`config.mk`:
```
export PLATFORM = sky130hd
export DESIGN_NAME = secded_ram
export DESIGN_NICKNAME = d
export VERILOG_FILES = /design/src/rtl/secded_pkg.sv /design/src/rtl/secded_enc.sv /design/src/rtl/secded_dec.sv /design/src/rtl/ram_array.sv /design/src/rtl/secded_ram.sv
export SDC_FILE = /design/constraint.sdc
export NUM_CORES = 1
export LEC_CHECK = 0
export BUFFER_PORTS_ARGS = -buffer_cell sky130_fd_sc_hd__buf_4
export CELL_PAD_IN_SITES_DETAIL_PLACEMENT = 0
export CELL_PAD_IN_SITES_GLOBAL_PLACEMENT = 1
export CORE_ASPECT_RATIO = 0.9
export CORE_MARGIN = 2
export CORE_UTILIZATION = 55
export CTS_CLUSTER_SIZE = 24
export DETAILED_ROUTE_END_ITERATION = 16
export PLACE_DENSITY_LB_ADDON = 0.05
export SLEW_MARGIN = 10
export SYNTH_ARGS = -nofsm -noshare
export SYNTH_HDL_FRONTEND = slang
export SYNTH_SLANG_ARGS = --single-unit
```
`constraint.sdc`:
```
create_clock -name clk -period 7.5 [get_ports clk]
set_input_delay 1.5 -clock clk [delete_from_list [all_inputs] [get_ports clk]]
set_output_delay 1.5 -clock clk [all_outputs]
set_load 0.03 [all_outputs]
```
`src/rtl/secded_pkg.sv`:
```
package secded_pkg;
  localparam int DATA_W = 32;
  localparam int HAM_W  = 6;
  localparam int CODE_W = HAM_W + 1;
  localparam int WORD_W = DATA_W + CODE_W;
  localparam int LAST_POS = DATA_W + HAM_W;
  localparam int BYTES  = DATA_W / 8;

  typedef enum logic { ST_IDLE, ST_MERGE } ctl_state_e;

  // Hamming parity bits over the data placed at non-power-of-two positions.
  function automatic logic [HAM_W-1:0] ham_bits(input logic [DATA_W-1:0] d);
    logic [HAM_W-1:0] h;
    int di;
    h  = '0;
    di = 0;
    for (int p = 1; p <= LAST_POS; p++) begin
      if ((p & (p - 1)) != 0) begin
        for (int k = 0; k < HAM_W; k++) begin
          if (((p >> k) & 1) == 1) h[k] = h[k] ^ d[di];
        end
        di++;
      end
    end
    return h;
  endfunction

  // Mask selecting the data bit that sits at codeword position syn (zero if none).
  function automatic logic [DATA_W-1:0] pos_to_mask(input logic [HAM_W-1:0] syn);
    logic [DATA_W-1:0] m;
    int di;
    m  = '0;
    di = 0;
    for (int p = 1; p <= LAST_POS; p++) begin
      if ((p & (p - 1)) != 0) begin
        if (p == int'(syn)) m[di] = 1'b1;
        di++;
      end
    end
    return m;
  endfunction
endpackage

```
`src/rtl/secded_enc.sv`:
```
module secded_enc
  import secded_pkg::*;
(
  input  logic [DATA_W-1:0] data,
  output logic [CODE_W-1:0] code
);
  logic [HAM_W-1:0] ham;
  always_comb begin
    ham  = ham_bits(data);
    code = {(^data) ^ (^ham), ham};
  end
endmodule

```
`src/rtl/secded_dec.sv`:
```
module secded_dec
  import secded_pkg::*;
(
  input  logic              en,
  input  logic [WORD_W-1:0] word,
  output logic [DATA_W-1:0] data,
  output logic              single,
  output logic              double
);
  logic [DATA_W-1:0] raw;
  logic [CODE_W-1:0] chk;
  logic [HAM_W-1:0]  syn;
  logic              ovr;
  logic              in_range;

  always_comb begin
    raw      = word[DATA_W-1:0];
    chk      = word[WORD_W-1:DATA_W];
    syn      = ham_bits(raw) ^ chk[HAM_W-1:0];
    ovr      = ^word;
    in_range = (int'(syn) <= LAST_POS);
    single   = en && ovr && in_range;
    double   = en && ((!ovr && (syn != '0)) || (ovr && !in_range));
    data     = single ? (raw ^ pos_to_mask(syn)) : raw;
  end
endmodule

```
`src/rtl/ram_array.sv`:
```
module ram_array #(
  parameter int DEPTH = 16,
  parameter int W     = 39,
  localparam int AW   = $clog2(DEPTH)
) (
  input  logic          clk,
  input  logic          we,
  input  logic          re,
  input  logic [AW-1:0] addr,
  input  logic [W-1:0]  wdata,
  output logic [W-1:0]  rdata
);
  logic [W-1:0] mem [DEPTH];

  always_ff @(posedge clk) begin
    if (we) mem[addr] <= wdata;
    if (re) rdata <= mem[addr];
  end
endmodule

```
`src/rtl/secded_ram.sv`:
```
module secded_ram
  import secded_pkg::*;
#(
  parameter int DEPTH = 16,
  localparam int AW   = $clog2(DEPTH)
) (
  input  logic              clk,
  input  logic              rst_n,
  input  logic              ecc_en,
  input  logic              req_valid,
  output logic              req_ready,
  input  logic              req_we,
  input  logic [BYTES-1:0]  req_be,
  input  logic [AW-1:0]     req_addr,
  input  logic [DATA_W-1:0] req_wdata,
  input  logic              req_inject,
  input  logic [CODE_W-1:0] inj_code,
  output logic              rsp_valid,
  output logic [DATA_W-1:0] rsp_rdata,
  output logic              err_single,
  output logic              err_double
);
  ctl_state_e        state_q;
  logic              rd_q;
  logic [AW-1:0]     addr_q;
  logic [BYTES-1:0]  be_q;
  logic [DATA_W-1:0] wd_q;
  logic              inj_q;
  logic [CODE_W-1:0] code_q;

  logic accept, full_wr, part_wr, merging;
  logic ram_we, ram_re;
  logic [AW-1:0]     ram_addr;
  logic [WORD_W-1:0] ram_wword, ram_rword;
  logic [DATA_W-1:0] dec_data, merged, wr_data;
  logic [CODE_W-1:0] gen_code, sel_code;
  logic              dec_single, dec_double;

  assign req_ready = (state_q == ST_IDLE);
  assign merging   = (state_q == ST_MERGE);
  assign accept    = req_valid && req_ready;
  assign full_wr   = accept && req_we && (&req_be);
  assign part_wr   = accept && req_we && !(&req_be);

  always_ff @(posedge clk or negedge rst_n) begin
    if (!rst_n) begin
      state_q <= ST_IDLE;
      rd_q    <= 1'b0;
    end else begin
      rd_q <= accept && !req_we;
      if (part_wr)      state_q <= ST_MERGE;
      else if (merging) state_q <= ST_IDLE;
    end
  end

  always_ff @(posedge clk) begin
    if (part_wr) begin
      addr_q <= req_addr;
      be_q   <= req_be;
      wd_q   <= req_wdata;
      inj_q  <= req_inject;
      code_q <= inj_code;
    end
  end

  // Merge new bytes into the checked stored word.
  for (genvar b = 0; b < BYTES; b++) begin : g_merge
    assign merged[8*b+7:8*b] = be_q[b] ? wd_q[8*b+7:8*b] : dec_data[8*b+7:8*b];
  end

  assign wr_data  = merging ? merged : req_wdata;
  assign sel_code = merging ? (inj_q ? code_q : gen_code)
                            : (req_inject ? inj_code : gen_code);
  assign ram_wword = {sel_code, wr_data};
  assign ram_we    = full_wr || merging;
  assign ram_re    = (accept && !req_we) || part_wr;
  assign ram_addr  = merging ? addr_q : req_addr;

  secded_enc u_enc (
    .data (wr_data),
    .code (gen_code)
  );

  ram_array #(.DEPTH(DEPTH), .W(WORD_W)) u_ram (
    .clk   (clk),
    .we    (ram_we),
    .re    (ram_re),
    .addr  (ram_addr),
    .wdata (ram_wword),
    .rdata (ram_rword)
  );

  secded_dec u_dec (
    .en     (ecc_en),
    .word   (ram_rword),
    .data   (dec_data),
    .single (dec_single),
    .double (dec_double)
  );

  assign rsp_valid  = rd_q;
  assign rsp_rdata  = dec_data;
  assign err_single = (rd_q || merging) && dec_single;
  assign err_double = (rd_q || merging) && dec_double;

  p_full_nostall_r1: assert property (@(posedge clk) disable iff (!rst_n)
    (accept && req_we && (&req_be)) |=> req_ready);
  p_read_resp_r2: assert property (@(posedge clk) disable iff (!rst_n)
    (accept && !req_we) |=> rsp_valid);
  p_resp_cause_r2: assert property (@(posedge clk) disable iff (!rst_n)
    rsp_valid |-> $past(req_valid && req_ready && !req_we));
  p_merge_stall_r3: assert property (@(posedge clk) disable iff (!rst_n)
    (accept && req_we && !(&req_be)) |=> !req_ready);
  p_merge_done_r3: assert property (@(posedge clk) disable iff (!rst_n)
    !req_ready |=> req_ready);
  p_one_kind_r5: assert property (@(posedge clk) disable iff (!rst_n)
    !(err_single && err_double));
  p_flags_off_r6: assert property (@(posedge clk) disable iff (!rst_n)
    !ecc_en |-> (!err_single && !err_double));
  p_flag_window_r10: assert property (@(posedge clk) disable iff (!rst_n)
    (err_single || err_double) |-> (rsp_valid || !req_ready));
endmodule

```
==> results.md, run 1 <==
* DRC violations left at 0
* Top cell type's share of synthesized area at 71.3%
* Core Rows at 81
* Pwr per Cell Area at roughly 320 nW/um2
* Aggregate global-route resource usage at between 20 and 30%
* WL final at between 70 and 80 mm
* Top Ports at 89
* 1st-iter DRT viols at 1686
* Initial Util at about 55%
* Maximum clock path buffer count at 3
* Postcts setup bufs at 0
* DPL Wire Length at roughly 45 mm
* Area Overhead vs Synth at 13.1%
* Die Wd at roughly 250 um
* Pin count of the biggest net entering global routing at slightly below 90
* Core Util, Final at between 60% and 70%
* Clk pwr share at between 30% and 40%
* Core area at around 54000 um2
* Final period util at slightly below 90%
* Max Cap Viol at 0
* Slew @ Worst Pin at 1.18 ns
* Root Buffer: clkbuf_16
* First-pass GRT wire length at about 110 mm
* Vias in the first global route at between 15000 and 20000
* Global route overflow at 0
* Syn Area/Cell at approximately 19 um2
* Fin area at roughly 34000 um2
* Total Die Area at around 56000 um2
* H-tree Lvls at 3
* Outcome: finished, final reports clean
* Hold Vio Cnt, Final at 0
* GP Congestion at around 0.85
* Main synth FF type: edfxtp_1
* Synth warn at 0
* Die span in y at 225 um
* Startpoint types: flop
* Buffers on Ports at 88
* Fin nets at between 1500 and 2000
* Endpoints failing setup at 0
* Fmax at about 150 MHz
* Power Total at 10.8 mW
* Post-synthesis cell count at 1549
* Max-slew violation count at 0
* Crit Path Class: flop to flop
* Netlist cell types at 74
* RSZ-0062 raised after global routing: false
* Seq cells post-synth at about 710
* Filler cells at a little under 4000
* Post-route minimum period at roughly 6.7 ns
* ANT nets after route at 0
* Share of post-route cells with drive strength above 1 at between 20% and 30%
* Placed Area at between 30000 and 40000 um2
* HP Class: input pin to asynchronous set/reset pin
* Routed length per instance at 31.4 um
* VDD IR max at approximately 0.37 mV
* Largest area contributor in the netlist: edfxtp_1
* Clk pin slew, worst setup/hold paths at 0.06 ns
* Vias per cell at around 6.3
* Logic pwr share at between 20% and 30%
* Post-synthesis sequential area ratio at 71.5%
* Int Pwr at ~7.7 mW
* Drt first pass iters at 5
* Switching pwr at just over 3 mW
* Cts hold-fix bufs at 0
* Worst Clk Skew at 0.0191 ns
* Mapped Area at 29900 um2
* Setup WS post-layout at roughly 0.84 ns
* Crit path DAT at about 6.9 ns
* Initial antenna violation count at 1
* Syn nets at about 1600
* Sw Share at ~29%
* Place WS at around 0.98 ns
* Crit path max fanout at 18
* CTS tree: done
* N_diodes at 0
* Required @ worst endpoint at roughly 8 ns
* Sink Count at between 700 and 800
* Relative slew slack at about a fifth
* CTS resizes at 0
* Synth area leaders: edfxtp_1 71%, mux4_2 12%, xnor2_1 2.6%
* Setup TNS at 0 ns
* Number of flops mapped to enable cells by yosys at 711
* Vias at 15400
* Post-synth ARST share at less than 1%
* LEAKAGE at approximately 11 nW
* CTS buffer count at 72
* Clock latency on the worst-skew pair at approximately 0.6 ns
* Sequential Power Share at between 40% and 50%
* Critical Path End Type: flop
## cell type report
cell class	count	area [um2]	area share, %
clock buffers	91	1940	5.72
clock inverters	35	308	0.909
inverters	16	60.1	0.177
multi-input cells	735	8230	24.3
flip-flops and latches	713	21400	63.2
well taps	705	882	2.61
repair buffers	133	1020	3.02
## cells in the final DEF, fill, tap and decap left out, types with 8 or more instances in the layout
cell and instances:
nand2_1 105, and2_1 39, and3_1 12, nor2_1 27, nand4_1 13, inv_1 14, buf_4 130, clkbuf_16 75
xnor2_1 88, nand2b_1 8, clkinv_2 13, edfxtp_1 711, mux4_2 156, nor2_4 12, xor2_1 25, xnor3_2 12
xnor3_1 12, mux2i_1 9, clkinv_1 12, a211oi_1 39, clkbuf_1 16, o21ai_0 16, a31oi_1 41
## cell families after synthesis
| logic type | after synthesis | share of synthesized area (%) |
|---|---|---|
| mux | 173 | 12.3 |
| buf+inv | 101 | 1.63 |
| xor+xnor | 151 | 6.18 |
| compound gates | 143 | 3.52 |
| simple gates | 268 | 4.85 |
| flops | 713 | 71.5 |
## worst paths after layout
check / start / to / slack, ns / cells after the start
setup / recovery: u_ram.rdata[24] / u_ram.mem[14][38] / 0.84 / 14
hold / removal: rst_n / rsp_valid / 0.68 / 1
setup reg to reg: u_ram.rdata[24] / u_ram.mem[14][38] / 0.84 / 14
hold reg to reg: u_ram.mem[8][1] / u_ram.rdata[1] / 0.85 / 3
max in group asynchronous: rst_n / merging / 6.69 / 1
min in group clk: u_ram.mem[8][1] / u_ram.rdata[1] / 0.85 / 3
## Yosys cell counts, types with 8 or more instances
cell type,count
a211oi_1,39
a31oi_1,41
and2_1,39
and3_1,12
buf_1,14
clkbuf_1,55
clkbuf_8,8
edfxtp_1,711
inv_1,15
mux2i_1,11
mux4_2,156
nand2_1,105
nand2b_1,8
nand4_1,13
nor2_1,39
o21ai_0,17
xnor2_1,88
xnor3_1,12
xnor3_2,12
xor2_1,25
## through the flow
step / std cells / hold WS (ns)
6_report: 2428 / 0.683
5_1_grt: 2428 / 0.647
4_1_cts: 2427 / 0.649
3_5_place_dp: 2301 / 0.867
3_3_place_gp: 2301 / 0.848
2_1_floorplan: 1549 / 0.725
## metal layers
layer  up-vias  share of wire, %  global-route usage [%]
met5         -                 0                       0
met4         0               2.0                    6.67
met3        89               8.0                    5.87
met2       606                47                    42.7
met1      8188                43                    40.9
li1       6469                 -                       -
## sequential cells by signal, summed over array words and instances (netlist names)
signal       cells
addr_q           4
be_q             4
code_q           7
inj_q            1
merging          1
rsp_valid        1
u_ram.mem      624
u_ram.rdata     39
wd_q            32
## power groups by stage
stage                     Combinational (mW)  Clock, mW  Sequential, mW
after global placement                  2.44          0            4.88
after detailed placement                2.47          0            4.88
after global routing                    2.64       3.67            4.81
after floorplan                         1.87          0            4.86
final                                   2.49       3.47            4.80
after CTS                               2.47       3.52            4.80
## critical path, stage by stage, from the launching register on
cell      delay (ns)
edfxtp_1        0.45
xnor2_1         0.47
xnor3_1         0.50
xnor3_1         0.26
xor2_1          0.65
and3_1          0.40
nand2_1         0.14
xnor2_1         0.53
a221o_1         0.79
xnor2_1         0.19
xnor2_1         0.25
xnor3_2         0.47
xnor3_1         0.22
xnor3_1         0.21
o21ai_1         0.76
Note: power is estimated with default switching activity, not from simulation.
==> run 2, diff against run 1 <==
--- a/config.mk
+++ b/config.mk
@@ -5,7 +5,7 @@
 export SDC_FILE = /design/constraint.sdc
 export NUM_CORES = 1
 export LEC_CHECK = 0
-export BUFFER_PORTS_ARGS = -buffer_cell sky130_fd_sc_hd__buf_4
+export BUFFER_PORTS_ARGS = -buffer_cell sky130_fd_sc_hd__buf_2
 export CELL_PAD_IN_SITES_DETAIL_PLACEMENT = 0
 export CELL_PAD_IN_SITES_GLOBAL_PLACEMENT = 1
 export CORE_ASPECT_RATIO = 0.9
==> run 2 against run 1 <==
Net effect:
- core utilization decreased by 0.66 points
- critical path type unchanged
- largest cell class unchanged
- die area unchanged
- register-to-register slack improved by 0.06 ns
- total power decreased by 1.9%
- largest power group unchanged
- clock power decreased by 5%
- via count increased by 1.3%
- setup slack improved by 0.060 ns
==> results.md, run 2 (synthesis results as in run 1) <==
* Outcome: finished, final reports clean
* Relative slew slack at 11.6% (-9.0 points)
* ANT nets after route at 0 (unchanged)
* WHS at 0.704 ns (+0.0219 ns)
* Hold Vio Cnt, Final at 0 (unchanged)
* Startpoint types: flop
* Logic pwr share at 23.3% (+0.2 points)
* Initial Util at 55.4% (unchanged)
* Drt first pass iters at 5 (unchanged)
* FF-to-FF Start: u_ram.rdata[24]
* VDD IR max at 0.267 mV (-29%)
* Area Overhead vs Synth at 11.9%
* Filler cells at 3865 (+0.62%)
* Final period util at 88.0% (-0.79 points)
* Die span in y at 225 um (unchanged)
* Sequential Area at 21400 um2 (unchanged)
* Critical Path End Type: flop
* Placed Area at 31400 um2 (-0.66%)
* Vias per cell at 6.42 (+1.6%)
* First-pass GRT wire length at 109 mm (-0.20%)
* Total Die Area at 56300 um2 (unchanged)
* R2R depth at 14 (unchanged)
* Fin nets at 1724 (unchanged)
* Clock latency on the worst-skew pair at 0.61 ns (about the same)
* Sink Count at 713 (unchanged)
* Max Cap Viol at 0 (unchanged)
* Power Total at 10.6 mW (-1.9%)
* Max reg flops at 624 (unchanged)
* Sequential Power Share at 45.5% (+0.9 points)
* Vias in the first global route at 15200 (-1.2%)
* Pwr per Cell Area at 315 nW/um2 (-0.84%)
* Pin count of the biggest net entering global routing at 86 (-1.1%)
* Max-slew violation count at 0 (unchanged)
* HP Class: input pin to asynchronous set/reset pin
* Setup TNS at 0 ns (unchanged)
* Slew @ Worst Pin at 1.32 ns (+0.139 ns)
* Required @ worst endpoint at 7.76 ns (about the same)
* Sw Share at 28.8% (+0.24 points)
* RSZ-0062 raised after global routing: false
* H-tree Lvls at 3 (unchanged)
* Global route overflow at 0 (unchanged)
* CTS tree: done
* Postcts setup bufs at 0 (unchanged)
* Worst Clk Skew at 0.0232 ns (+0.00414 ns)
* Most common cell after layout, fill and taps aside: edfxtp_1
* Maximum clock path buffer count at 3 (unchanged)
* Clk pwr share at 31.2% (-1.0 points)
* Clk pin slew, worst setup/hold paths at 0.06 ns (about the same)
* Core Rows at 81 (unchanged)
* Crit path max fanout at 18 (unchanged)
* DPL Wire Length at 45.4 mm (-0.12%)
* Initial antenna violation count at 1 (unchanged)
* 1st-iter DRT viols at 1800 (+6.8%)
* LEAKAGE at 11.0 nW (-1.4%)
* Share of post-route cells with drive strength above 1 at 27.2% (-0.66 points)
* Aggregate global-route resource usage at 27.6% (-0.054 points)
* Top Registers: u_ram.mem (624), u_ram.rdata (39), wd_q (32)
* DRC violations left at 0 (unchanged)
* Endpoints failing setup at 0 (unchanged)
* GP Congestion at 0.892 (+4.7%)
* Core area at 54000 um2 (unchanged)
* Routed length per instance at 31.5 um (+0.17%)
* Core Util, Final at 62.0% (-0.66 points)
* CTS resizes at 0 (unchanged)
* CTS buffer count at 71 (-1.4%)
* Top Ports at 89 (unchanged)
* Worst r2r dst: u_ram.mem[0][38]
* Buffers on Ports at 88 (unchanged)
* Switching pwr at 3.04 mW (-1.1%)
* Crit Path Class: flop to flop
* WL final at 76.3 mm (about the same)
* Die Wd at 250 um (unchanged)
* Post-route minimum period at 6.60 ns (-0.0595 ns)
* Fmax at 151 MHz (+0.90%)
* R2R setup slack at 0.90 ns (+0.06 ns)
* Vias at 15600 (+1.3%)
* Int Pwr at 7.52 mW (-2.2%)
* Crit path DAT at 6.86 ns (-0.07 ns)
* Fin area at 33500 um2 (-1.0%)
* Root Buffer: clkbuf_16
* Commonest cells after routing, fill and taps aside: 711 x edfxtp_1, 156 x mux4_2, 105 x nand2_1
* Footprint of the multi-input gates at 8240 um2 (about the same)
* Most flops, register: u_ram.mem
* Cts hold-fix bufs at 0 (unchanged)
[run 2: area by class of cell]
class	count	area share (%)
Timing Repair Buffer	134	2.42
Tap cell	705	2.63
Sequential cell	713	63.9
Antenna cell	1	0.00747
Multi-Input combinational cell	735	24.6
Clock buffer	91	5.66
Clock inverter	28	0.598
Inverter	16	0.179
[run 2: per-layer routing]
metal  up-vias  GRT usage [%]  part of all wire [%]
met1      8287           41.8                    43
met5         -              0                     0
met2       697           41.6                    46
met4         0           7.50                   2.3
met3       105           5.27                   8.4
li1       6470              -                     -
[run 2: per-stage QoR]
| step | worst slack [ns] | instances |
|---|---|---|
| floorplan | 0.647 | 1549 |
| global placement | 1.37 | 2302 |
| detailed placement | 1.03 | 2302 |
| CTS | 0.994 | 2421 |
| global route | 0.608 | 2422 |
| finish | 0.898 | 2423 |
[run 2: critical path: stages, from the launching register on]
cell,delay [ns]
edfxtp_1,0.46
xnor2_1,0.39
xnor3_1,0.48
xnor3_1,0.26
xor2_1,0.71
and3_1,0.42
nand2_1,0.15
xnor2_1,0.40
a221o_1,0.71
xnor2_1,0.27
xnor2_1,0.30
xnor3_2,0.48
xnor3_1,0.22
xnor3_1,0.22
o21ai_1,0.77
[run 2: worst max path at each step]
stage,to,start,slack [ns]
2_1_floorplan,u_ram.mem[15][0],req_addr[0],0.65
3_3_place_gp,u_ram.mem[4][38],u_ram.rdata[24],1.37
3_5_place_dp,u_ram.mem[14][38],u_ram.rdata[24],1.03
4_1_cts,u_ram.mem[0][38],u_ram.rdata[24],0.99
5_1_grt,u_ram.mem[0][38],u_ram.rdata[24],0.61
6_report,u_ram.mem[0][38],u_ram.rdata[24],0.90
[run 2: power groups by stage]
| stage | sequential (mW) | combinational (mW) | clock [mW] |
|---|---|---|---|
| CTS | 4.80 | 2.43 | 3.35 |
| detailed placement | 4.88 | 2.42 | 0 |
| finish | 4.80 | 2.46 | 3.29 |
| global placement | 4.88 | 2.39 | 0 |
| global route | 4.80 | 2.59 | 3.50 |
| floorplan | 4.86 | 1.87 | 0 |
==> run 3, diff against run 2 <==
--- a/config.mk
+++ b/config.mk
@@ -5,15 +5,16 @@
 export SDC_FILE = /design/constraint.sdc
 export NUM_CORES = 1
 export LEC_CHECK = 0
+export ABC_AREA = 1
 export BUFFER_PORTS_ARGS = -buffer_cell sky130_fd_sc_hd__buf_2
 export CELL_PAD_IN_SITES_DETAIL_PLACEMENT = 0
 export CELL_PAD_IN_SITES_GLOBAL_PLACEMENT = 1
 export CORE_ASPECT_RATIO = 0.9
 export CORE_MARGIN = 2
-export CORE_UTILIZATION = 55
+export CORE_UTILIZATION = 51
 export CTS_CLUSTER_SIZE = 24
 export DETAILED_ROUTE_END_ITERATION = 16
-export PLACE_DENSITY_LB_ADDON = 0.05
+export PLACE_DENSITY_LB_ADDON = 0.1
 export SLEW_MARGIN = 10
 export SYNTH_ARGS = -nofsm -noshare
 export SYNTH_HDL_FRONTEND = slang
==> constraint.sdc (replaced) <==
create_clock -name clk -period 6.3 [get_ports clk]
set_input_delay 1.26 -clock clk [delete_from_list [all_inputs] [get_ports clk]]
set_output_delay 1.26 -clock clk [all_outputs]
set_load 0.03 [all_outputs]
==> run 3 against run 2 <==
Net effect:
- routed wire length up 25%
- sequential share of layout area down 2.7 points
- sequential cell count unchanged
- setup slack worse by 0.29 ns
- total power up 13%
- core utilization down 3.4 points
==> results.md, run 3 <==
* Outcome: finished, final reports clean
* Slew @ Worst Pin at 1.19 ns (-0.137 ns)
* Endpoints failing setup at 0 (unchanged)
* Die span in y at 237 um (+5.1%)
* Final period util at 90.4% (+2.4 points)
* Vias in the first global route at 20400 (+34%)
* GP Congestion at 0.985 (+10%)
* Aggregate global-route resource usage at 30.5% (+2.9 points)
* Met2 wire length at 44.0 mm (+25%)
* Syn Area/Cell at 11.8 um2 (-39%)
* Largest family of logic cells by synthesized area: simple AND/OR/NAND/NOR gates
* Seq cells post-synth at 713 (unchanged)
* Top cell type's share of synthesized area at 69.4% (-1.9 points)
* DRC violations left at 0 (unchanged)
* Sw Share at 29.8% (+1.0 points)
* Startpoint types: flop
* Setup TNS at 0 ns (unchanged)
* Synth area leaders: edfxtp_1 69%, nand2_1 8.1%, a22oi_1 7.6%
* Clock latency on the worst-skew pair at 0.63 ns (+0.02 ns)
* Area Overhead vs Synth at 13.7%
* Hold Vio Cnt, Final at 0 (unchanged)
* Root Buffer: clkbuf_16
* Sequential Power Share at 46.2% (+0.7 points)
* Switching pwr at 3.56 mW (+17%)
* Pin count of the biggest net entering global routing at 157 (+83%)
* Top-count cell post-synth: edfxtp_1
* Fin nets at 2772 (+61%)
* Relative slew slack at 20.3% (+8.7 points)
* Maximum clock path buffer count at 3 (unchanged)
* Most common cell after layout, fill and taps aside: edfxtp_1
* Most flops, register: u_ram.mem
* LEAKAGE at 12.8 nW (+17%)
* Crit path DAT at 5.95 ns (-0.91 ns)
* Total Die Area at 62300 um2 (+11%)
* Cell with the most instances on the worst path: nand2_1
* Post-synthesis sequential area ratio at 69.6% (-1.9 points)
* Share of post-route cells with drive strength above 1 at 13.4% (-14 points)
* Required @ worst endpoint at 6.56 ns (-1.20 ns)
* Crit Path Class: flop to flop
* Vias at 21700 (+39%)
* Commonest cells after routing, fill and taps aside: 711 x edfxtp_1, 660 x nand2_1, 312 x a22oi_1
* First-pass GRT wire length at 138 mm (+26%)
* WL final at 95.2 mm (+25%)
* Vias per cell at 6.09 (-5.1%)
* RSZ-0062 raised after global routing: false
* CTS tree: done
* Post-Synth Simple-Gate Area at 15.1% (+10 points)
* Critical Path End Type: flop
* ANT nets after route at 0 (unchanged)
* Top Registers: u_ram.mem (624), u_ram.rdata (39), wd_q (32)
* Max-slew violation count at 0 (unchanged)
* Core area at 59700 um2 (+10%)
* Logic pwr share at 18.6% (-4.7 points)
* DPL Wire Length at 59.3 mm (+31%)
* WL met3 at 7.58 mm (+18%)
* Compound-Gate Fraction of Synth Area at 11.4% (+7.8 points)
* Netlist cell types at 39 (-47%)
* Max reg flops at 624 (unchanged)
* VDD IR max at 0.266 mV (-0.47%)
* Post-Synth Adder-Cell Area at 0% (unchanged)
* Postcts setup bufs at 0 (unchanged)
* Post-route minimum period at 5.69 ns (-0.908 ns)
* Top Ports at 89 (unchanged)
* Non-Filler Instances at 3554 (+47%)
* H-tree Lvls at 3 (unchanged)
* WL met1 at 40.6 mm (+23%)
* Mapped Area at 30700 um2 (+2.7%)
* Cts hold-fix bufs at 0 (unchanged)
* Filler cells at 4747 (+23%)
* Top sig layer: met4
* Number of flops mapped to enable cells by yosys at 711 (unchanged)
* Fmax at 176 MHz (+16%)
* Largest area contributor in the netlist: edfxtp_1
* Global route overflow at 0 (unchanged)
* Cells after DPL at 3426 (+49%)
* Synth top cells by count: 711 x edfxtp_1, 660 x nand2_1, 312 x a22oi_1, 170 x a21oi_1, 156 x nand3_1
* HP Class: input pin to asynchronous set/reset pin
* Syn nets at 2648 (+65%)
* Max Cap Viol at 0 (unchanged)
* Synth Area in XOR/XNOR at 0.733% (-5.4 points)
* Int Pwr at 8.37 mW (+11%)
* Main synth FF type: edfxtp_1
* Post-synthesis mux area share at 0% (-12 points)
* Crit path max fanout at 16 (-2)
* Slowest CP cell: edfxtp_1
* Clk pin slew, worst setup/hold paths at 0.06 ns (about the same)
* Sink Count at 713 (unchanged)
* Initial antenna violation count at 1 (unchanged)
* Core Rows at 85 (+4.9%)
* Routed length per instance at 26.8 um (-15%)
* Worst Clk Skew at 0.0290 ns (+0.00571 ns)
* Synth warn at 0 (unchanged)
* Placed Area at 32600 um2 (+3.9%)
* CTS buffer count at 74 (+4.2%)
* CP peak stage delay at 0.58 ns (-0.19 ns)
* Die Wd at 263 um (+5.2%)
* Fin area at 34900 um2 (+4.4%)
* 1st-iter DRT viols at 2427 (+35%)
* Pwr per Cell Area at 341 nW/um2 (+8.3%)
* Post-synth ARST share at 0.281% (unchanged)
* Buffers on Ports at 88 (unchanged)
* Post-synthesis cell count at 2595 (+68%)
* WHS at 0.424 ns (-0.280 ns)
* CTS resizes at 0 (unchanged)
* Drt first pass iters at 6 (+1)
* Clk pwr share at 35.2% (+4.0 points)
* Power Total at 11.9 mW (+13%)
* Initial Util at 51.5% (-3.9 points)
==> run 3: changes by cell type after synthesis, moves of 26 or more <==
cell      change
nand2_2      +26
clkbuf_1     +36
mux4_2      -156
a211oi_1     -38
and2_1       -39
nor2_1      +103
a21oi_1     +163
inv_1        +99
a31oi_1      -41
nand3_1     +150
xnor2_1      -78
a22oi_1     +312
or4_1        +38
nand2_1     +555
==> run 3: critical path, delay by kind of cell, from the launching register on <==
| kind | cells | cell delay, ns |
|---|---|---|
| buf+inv | 5 | 0.89 |
| flops | 1 | 0.58 |
| compound gates | 1 | 0.34 |
| simple gates | 32 | 3.49 |
==> run 3: final timing paths <==
kind	cells after the start	slack, ns	endpoint	startpoint
setup / recovery	38	0.61	u_ram.mem[3][38]	u_ram.rdata[21]
hold / removal	1	0.42	merging	rst_n
setup reg to reg	38	0.61	u_ram.mem[3][38]	u_ram.rdata[21]
hold reg to reg	3	0.70	u_ram.rdata[19]	u_ram.mem[12][19]
max in group asynchronous	1	5.78	rsp_valid	rst_n
min in group clk	3	0.70	u_ram.rdata[19]	u_ram.mem[12][19]
==> run 3: metrics by stage <==
step                      setup slack (ns)  util, %
after CTS                            0.375     58.5
after global placement               0.330     54.6
after detailed placement             0.395     54.6
after floorplan                       1.07        -
final                                0.606     58.6
after global routing                0.0171     58.6
==> run 3: cell type report <==
type	count	area, um2	area share (%)
well taps	783	980	2.80
diodes	1	2.50	0.00716
multi-input cells	1630	8550	24.5
clock buffers	84	1930	5.53
flip-flops and latches	713	21400	61.2
clock inverters	43	397	1.13
repair buffers	153	1130	3.23
inverters	147	558	1.60
==> run 3: cells by family (layout without fill, tap and decap cells) <==
logic type,Yosys count,count (layout)
buffers and inverters,252,427
AO/OA/AOI/OAI,534,534
AND/OR/NAND/NOR,1072,1072
XOR/XNOR,24,24
flip-flops,713,713
other,0,1
==> run 3: power by group through the flow <==
stage	clock network [mW]	logic, mW	registers [mW]
floorplan	0	1.44	5.57
global placement	0	2.18	5.61
detailed placement	0	2.18	5.61
CTS	4.25	2.19	5.51
global route	4.44	2.43	5.52
finish	4.20	2.22	5.51
==> run 3: metal layers <==
layer,vias to the layer above,GRT usage [%]
li1,9751,-
met1,10700,44.1
met2,1016,47.6
met3,155,4.81
met4,0,9.98
met5,-,0
